File: config.mk
export PLATFORM = sky130hd
export DESIGN_NAME = fpa_online_adder
export DESIGN_NICKNAME = d
export VERILOG_FILES = /design/src/rtl/fpa_pkg.sv /design/src/rtl/fpa_align_cell.sv /design/src/rtl/fpa_tree_stage.sv /design/src/rtl/fpa_online_adder.sv
export SDC_FILE = /design/constraint.sdc
export NUM_CORES = 2
export LEC_CHECK = 0
export ABC_AREA = 1
export CAP_MARGIN = 0
export CORE_ASPECT_RATIO = 0.7
export CORE_MARGIN = 3
export CORE_UTILIZATION = 50
export CTS_CLUSTER_DIAMETER = 120
export DETAILED_ROUTE_END_ITERATION = 10
export HOLD_SLACK_MARGIN = 0.08
export PLACE_DENSITY = 0.78
export SETUP_SLACK_MARGIN = 0.2
export SYNTH_ARGS = -nofsm -noshare
export SYNTH_HDL_FRONTEND = slang
export SYNTH_SLANG_ARGS = --single-unit
export TNS_END_PERCENT = 5
File: constraint.sdc
create_clock -name clk -period 6.6 [get_ports clk]
set_input_delay 0.99 -clock clk [delete_from_list [all_inputs] [get_ports clk]]
set_output_delay 0.99 -clock clk [all_outputs]
set_load 0.02 [all_outputs]
File: src/rtl/fpa_pkg.sv
package fpa_pkg;
    // Default geometry: 32 terms, 8-bit exponent, 9-bit signed significand.
    localparam int DEF_TERMS = 32;
    localparam int DEF_EXP_W = 8;
    localparam int DEF_SIG_W = 9;
endpackage

File: src/rtl/fpa_align_cell.sv
// Combining cell: larger exponent, plus the sum of both aligned significands.
module fpa_align_cell #(
    parameter int EXP_W = fpa_pkg::DEF_EXP_W,
    parameter int SIG_W = fpa_pkg::DEF_SIG_W
) (
    input  logic [EXP_W-1:0] a_exp,
    input  logic [SIG_W-1:0] a_sig,
    input  logic [EXP_W-1:0] b_exp,
    input  logic [SIG_W-1:0] b_sig,
    output logic [EXP_W-1:0] y_exp,
    output logic [SIG_W-1:0] y_sig
);
    localparam int SH_W   = $clog2(SIG_W);
    localparam int SH_MAX = SIG_W - 1;

    logic [EXP_W-1:0]        big_exp;
    logic [EXP_W-1:0]        dist_a;
    logic [EXP_W-1:0]        dist_b;
    logic [SH_W-1:0]         sh_a;
    logic [SH_W-1:0]         sh_b;
    logic signed [SIG_W-1:0] al_a;
    logic signed [SIG_W-1:0] al_b;

    always_comb begin
        big_exp = (a_exp >= b_exp) ? a_exp : b_exp;
        dist_a  = big_exp - a_exp;
        dist_b  = big_exp - b_exp;
        // Saturate the distance: a shift by SIG_W-1 already gives pure sign fill.
        sh_a    = (dist_a >= EXP_W'(SH_MAX)) ? SH_W'(SH_MAX) : dist_a[SH_W-1:0];
        sh_b    = (dist_b >= EXP_W'(SH_MAX)) ? SH_W'(SH_MAX) : dist_b[SH_W-1:0];
        al_a    = $signed(a_sig) >>> sh_a;
        al_b    = $signed(b_sig) >>> sh_b;
        y_exp   = big_exp;
        y_sig   = al_a + al_b;
    end
endmodule

File: src/rtl/fpa_tree_stage.sv
// One tree level: IN_TERMS/2 combining cells followed by a register.
module fpa_tree_stage #(
    parameter int EXP_W    = fpa_pkg::DEF_EXP_W,
    parameter int SIG_W    = fpa_pkg::DEF_SIG_W,
    parameter int IN_TERMS = 2
) (
    input  logic                              clk,
    input  logic                              rst_n,
    input  logic                              in_valid,
    input  logic [IN_TERMS*EXP_W-1:0]         in_exp,
    input  logic [IN_TERMS*SIG_W-1:0]         in_sig,
    output logic                              out_valid,
    output logic [(IN_TERMS/2)*EXP_W-1:0]     out_exp,
    output logic [(IN_TERMS/2)*SIG_W-1:0]     out_sig
);
    localparam int OUT_TERMS = IN_TERMS / 2;

    typedef struct packed {
        logic                         vld;
        logic [OUT_TERMS*EXP_W-1:0]   exp;
        logic [OUT_TERMS*SIG_W-1:0]   sig;
    } stage_t;

    stage_t                     st_d;
    stage_t                     st_q;
    logic [OUT_TERMS*EXP_W-1:0] cell_exp;
    logic [OUT_TERMS*SIG_W-1:0] cell_sig;

    for (genvar g = 0; g < OUT_TERMS; g++) begin : g_cell
        fpa_align_cell #(
            .EXP_W (EXP_W),
            .SIG_W (SIG_W)
        ) u_cell (
            .a_exp (in_exp[(2*g)*EXP_W +: EXP_W]),
            .a_sig (in_sig[(2*g)*SIG_W +: SIG_W]),
            .b_exp (in_exp[(2*g+1)*EXP_W +: EXP_W]),
            .b_sig (in_sig[(2*g+1)*SIG_W +: SIG_W]),
            .y_exp (cell_exp[g*EXP_W +: EXP_W]),
            .y_sig (cell_sig[g*SIG_W +: SIG_W])
        );
    end

    always_comb begin
        st_d     = st_q;
        st_d.vld = in_valid;
        st_d.exp = cell_exp;
        st_d.sig = cell_sig;
    end

    always_ff @(posedge clk) begin
        if (!rst_n) begin
            st_q <= '0;
        end else begin
            st_q <= st_d;
        end
    end

    assign out_valid = st_q.vld;
    assign out_exp   = st_q.exp;
    assign out_sig   = st_q.sig;
endmodule

File: src/rtl/fpa_online_adder.sv
// Balanced, fully pipelined tree of combining cells over N_TERMS inputs.
module fpa_online_adder #(
    parameter int N_TERMS = fpa_pkg::DEF_TERMS,
    parameter int EXP_W   = fpa_pkg::DEF_EXP_W,
    parameter int SIG_W   = fpa_pkg::DEF_SIG_W
) (
    input  logic                       clk,
    input  logic                       rst_n,
    input  logic                       in_valid,
    input  logic [N_TERMS*EXP_W-1:0]   in_exp,
    input  logic [N_TERMS*SIG_W-1:0]   in_sig,
    output logic                       out_valid,
    output logic [EXP_W-1:0]           out_exp,
    output logic [SIG_W-1:0]           out_sig
);
    localparam int LEVELS = $clog2(N_TERMS);
    localparam int NODES  = 2 * N_TERMS - 1;

    // Heap-style node store: level k starts at node 2*N - 2*(N >> k).
    logic [NODES*EXP_W-1:0] node_exp;
    logic [NODES*SIG_W-1:0] node_sig;
    logic [LEVELS:0]        node_vld;

    assign node_exp[N_TERMS*EXP_W-1:0] = in_exp;
    assign node_sig[N_TERMS*SIG_W-1:0] = in_sig;
    assign node_vld[0]                 = in_valid;

    for (genvar k = 0; k < LEVELS; k++) begin : g_level
        localparam int IN_T    = N_TERMS >> k;
        localparam int IN_OFF  = 2 * N_TERMS - 2 * IN_T;
        localparam int OUT_OFF = 2 * N_TERMS - IN_T;

        fpa_tree_stage #(
            .EXP_W    (EXP_W),
            .SIG_W    (SIG_W),
            .IN_TERMS (IN_T)
        ) u_stage (
            .clk       (clk),
            .rst_n     (rst_n),
            .in_valid  (node_vld[k]),
            .in_exp    (node_exp[IN_OFF*EXP_W +: IN_T*EXP_W]),
            .in_sig    (node_sig[IN_OFF*SIG_W +: IN_T*SIG_W]),
            .out_valid (node_vld[k+1]),
            .out_exp   (node_exp[OUT_OFF*EXP_W +: (IN_T/2)*EXP_W]),
            .out_sig   (node_sig[OUT_OFF*SIG_W +: (IN_T/2)*SIG_W])
        );
    end

    assign out_valid = node_vld[LEVELS];
    assign out_exp   = node_exp[(NODES-1)*EXP_W +: EXP_W];
    assign out_sig   = node_sig[(NODES-1)*SIG_W +: SIG_W];
endmodule

==> impl_metrics.csv <==
group,metric,value,unit
sta,fin_setup_tns,0,ps
die,ios,565,
final_layout,syn_to_final_growth,17.1,%
die,die_area,0.157,mm^2
die,die_w,472,um
run,maxCapViolCount,0,
worst_hold_path,hold_path_startpoint,"g_level[3].u_stage.out_valid",
synth,ys_async_sr_fraction,0,%
final_layout,drive_gt1_share,7.22,%
die,num_rows,119,
route,wire_per_inst,13.2,um
clocking,cts_tree,"done",
synth,synth_top_cell_by_area,"nand2_1",
synth,synth_seq_area_share,14.0,%
worst_hold_path,holdPathEnd,"g_level[4].u_stage.out_valid",
worst_hold_path,hp-class,"flop to flop",
route,drtAntennaViolNets,0,
synth,yosys.area_share.adder,18.1,%
synth,synth_cell_type_count,57,
synth,synth_top_flop_cell,"dfxtp_1",
pwr,p_clk_share,11.1,%
setup_path,cp-start-kind,"input pin",
pwr,share_comb_of_total_power,74.6,%
global_routing,grt-ovfl-total,0,
pwr,leakage,48.7,nW
pwr,seqPwrFrac,14.3,%
setup_path,cp_common_cell,"nand2_1",
sta,fmax,164,MHz
setup_path,path_max_fanout,13,
setup_path,critPathCaptureType,"flop",
route,viasPerCell,5.18,
setup_path,cp.arrival,6670,ps
global_routing,grt_pass1_vias,72400,
setup_path,critPathLaunch,"in_exp[125]",
synth,synth.area.mux_share,0,%
die,core,0.151,mm^2
pwr,peakVddDrop,0.454,mV
synth,yosys.area_share.simple,40.1,%
synth,synth-compound-area-share,13.2,%
clocking,path_clk_slew,60,ps
clocking,clock_tree.root_cell,"clkbuf_16",
sta,hold_ws,413,ps
sta,finClkSkew,27.0,ps
setup_path,reg2reg_slack,530,ps
pwr,power.share.switching,53.7,%
worst_hold_path,hold_depth,2,
setup_path,worstPathRequired,7180,ps
route,route.detailed.drc,0,
setup_path,r2r-end,"g_level[2].u_stage.out_sig[35]",
place,io_buffer_count,564,
setup_path,critPathMaxStageDelay,450,ps
route,finalWirelength,209000,um
setup_path,reg2regPathDepth,35,
pwr,p_sw,16.8,mW
synth,ys_seq_elements,532,
synth,synth_top_area_share,16.8,%
place,placedCellCount,15700,
sta,slew_viol_final,0,
route,drtIter0Drc,7379,
setup_path,worst-path-buf-inv,6,
route,dr.pass1.iters,8,
sta,worst_slew_pin_slew,953,ps
clocking,h-tree-depth,2,
final_layout,fin_nets,15400,
synth,synthesis.area,0.0761,mm^2
setup_path,cpMaxStageDelayCell,"clkdlybuf4s50_1",
sta,hold_viol,0,
synth,synth_edf_count,0,
setup_path,criticalPathCategory,"input pin to flop",
global_routing,grt_pass1_wl,346000,um
sta,post-route-min-period,6090,ps
synth,ys_warn_count,0,
sta,setup_viol,0,
synth,post-synth-top-count-cell,"nand2_1",
sta,post-route-period-util,92.3,%
clocking,cts.path.max_buffers,3,
sta,fin_ws,510,ps
die,die_y,332,um
synth,synth_common_cells,"3416 x nand2_1, 2368 x inv_1, 1269 x nand3_1",
die,initial_utilization,50.5,%
place,dpl.hpwl,174000,um
synth,yosys-top-cells-area,"nand2_1 17%, ha_1 16%, dfxtp_1 14%",
global_routing,antenna_found_initial,2,
sta,rsz0062_at_grt,"true",
synth,synth_fp_nets,14500,
sta,timing.max_slew.rel_slack,36.5,%
synth,synth_xor_area_share,2.00,%
clocking,clock_latency,660,ps
route,vias,82100,
setup_path,r2r-start,"g_level[1].u_stage.out_exp[61]",
pwr,internal_power,14.5,mW
run_status,status,"completed",
global_routing,track_usage,25.4,%
place,dp_slack,-198,ps
setup_path,critPathTopFamily,"simple AND/OR/NAND/NOR gates",
synth,syn_avg_cell_area,5.89,um^2
global_routing,grt_max_degree,111,
final_layout,fin_cells,15900,
final_layout,utilization,59.1,%
clocking,cts_sinks,532,
synth,synth_top_family_by_area,"simple AND/OR/NAND/NOR gates",
pwr,cellPowerDensity,352,mW/mm^2
synth,syn_inst,12900,
clocking,cts_buffers,58,
place,place.gp.congestion,0.960,
-- state kept, by name (all words and copies together) (netlist names) --
signal / cells
g_level.u_stage.out_exp: 248
g_level.u_stage.out_sig: 279
g_level.u_stage.out_valid: 5
-- cell usage in the layout (no fill, tap or decap), types with 14 or more instances in the layout --
master	Yosys	layout
a211oi_1	85	85
a21oi_1	823	801
a21oi_2	9	30
a31oi_1	41	30
buf_4	8	402
clkbuf_16	0	61
clkbuf_8	0	14
clkdlybuf4s50_1	0	563
clkinv_1	17	17
dfxtp_1	532	529
fa_1	93	93
ha_1	950	947
inv_1	2368	2361
inv_2	47	48
nand2_1	3416	3406
nand2_2	38	45
nand3_1	1269	1261
nand3_2	42	48
nand3_4	12	14
nand3b_1	39	39
nand4_1	438	438
nand4_2	19	19
nor2_1	1139	1127
nor2_2	69	81
nor2_4	85	85
nor3_1	92	90
o211ai_1	40	40
o21a_1	27	27
o21ai_0	589	555
o21ai_1	39	69
o21bai_1	73	73
o31ai_1	48	48
or2_1	52	52
or2_2	39	39
xnor2_1	105	105
xor2_1	69	69
-- worst max-delay path by stage --
stage	depth (start not counted)	end	slack, ps
6_report	38	g_level[0].u_stage.out_sig[71]	510
5_1_grt	35	g_level[0].u_stage.out_sig[62]	-4
4_1_cts	36	g_level[1].u_stage.out_sig[26]	340
3_5_place_dp	38	g_level[0].u_stage.out_sig[8]	-200
3_3_place_gp	35	g_level[0].u_stage.out_sig[8]	-80
2_1_floorplan	37	g_level[0].u_stage.out_sig[143]	620
-- worst min-delay path, stage by stage (launching register included) --
cell     delay, ps
dfxtp_1        310
nand2_1         50
inv_1           40
-- timing repair --
action / in CTS / in global routing
endpoints found under the setup margin: 0 / 59
setup buffers: 0 / 19
gates resized for setup: 0 / 127
hold buffers: 0 / 0
-- cells by family after synthesis --
| group | count (synthesis) |
|---|---|
| compound gates | 1812 |
| fa+ha+maj | 1043 |
| xor+xnor | 174 |
| simple gates | 6801 |
| flops | 532 |
| buf+inv | 2562 |
-- metal layers --
layer  up-vias  share of wire (%)  track usage (%)
li1      43800                  -                -
met1     35900                 51             38.8
met2      2307                 41             38.4
met3       206                6.7             3.13
met4         0                1.6             4.20
met5         -                  0                0
-- metrics by stage --
step | total power [mW] | instance area (um^2)
2_1_floorplan | 22.0 | 76100
3_3_place_gp | 27.0 | 86700
3_5_place_dp | 27.3 | 86700
4_1_cts | 30.9 | 88700
5_1_grt | 34.9 | 89200
6_report | 31.4 | 89200
-- area by class of cell --
type,count,area (um^2)
Fill cell,14800,61600
Multi-Input combinational cell,9830,56100
Sequential cell,532,10700
Inverter,2432,9160
Timing Repair Buffer,969,8710
Tap cell,1996,2500
Clock buffer,83,1750
Clock inverter,26,274
Antenna cell,3,7.51
-- power groups by stage --
stage / combinational [mW] / sequential (mW) / clock (mW)
5_1_grt: 26.7 / 4.56 / 3.70
3_3_place_gp: 22.5 / 4.54 / 0
6_report: 23.4 / 4.50 / 3.46
4_1_cts: 22.9 / 4.49 / 3.57
3_5_place_dp: 22.7 / 4.55 / 0
2_1_floorplan: 17.7 / 4.35 / 0
Note: power is estimated with default switching activity, not from simulation.
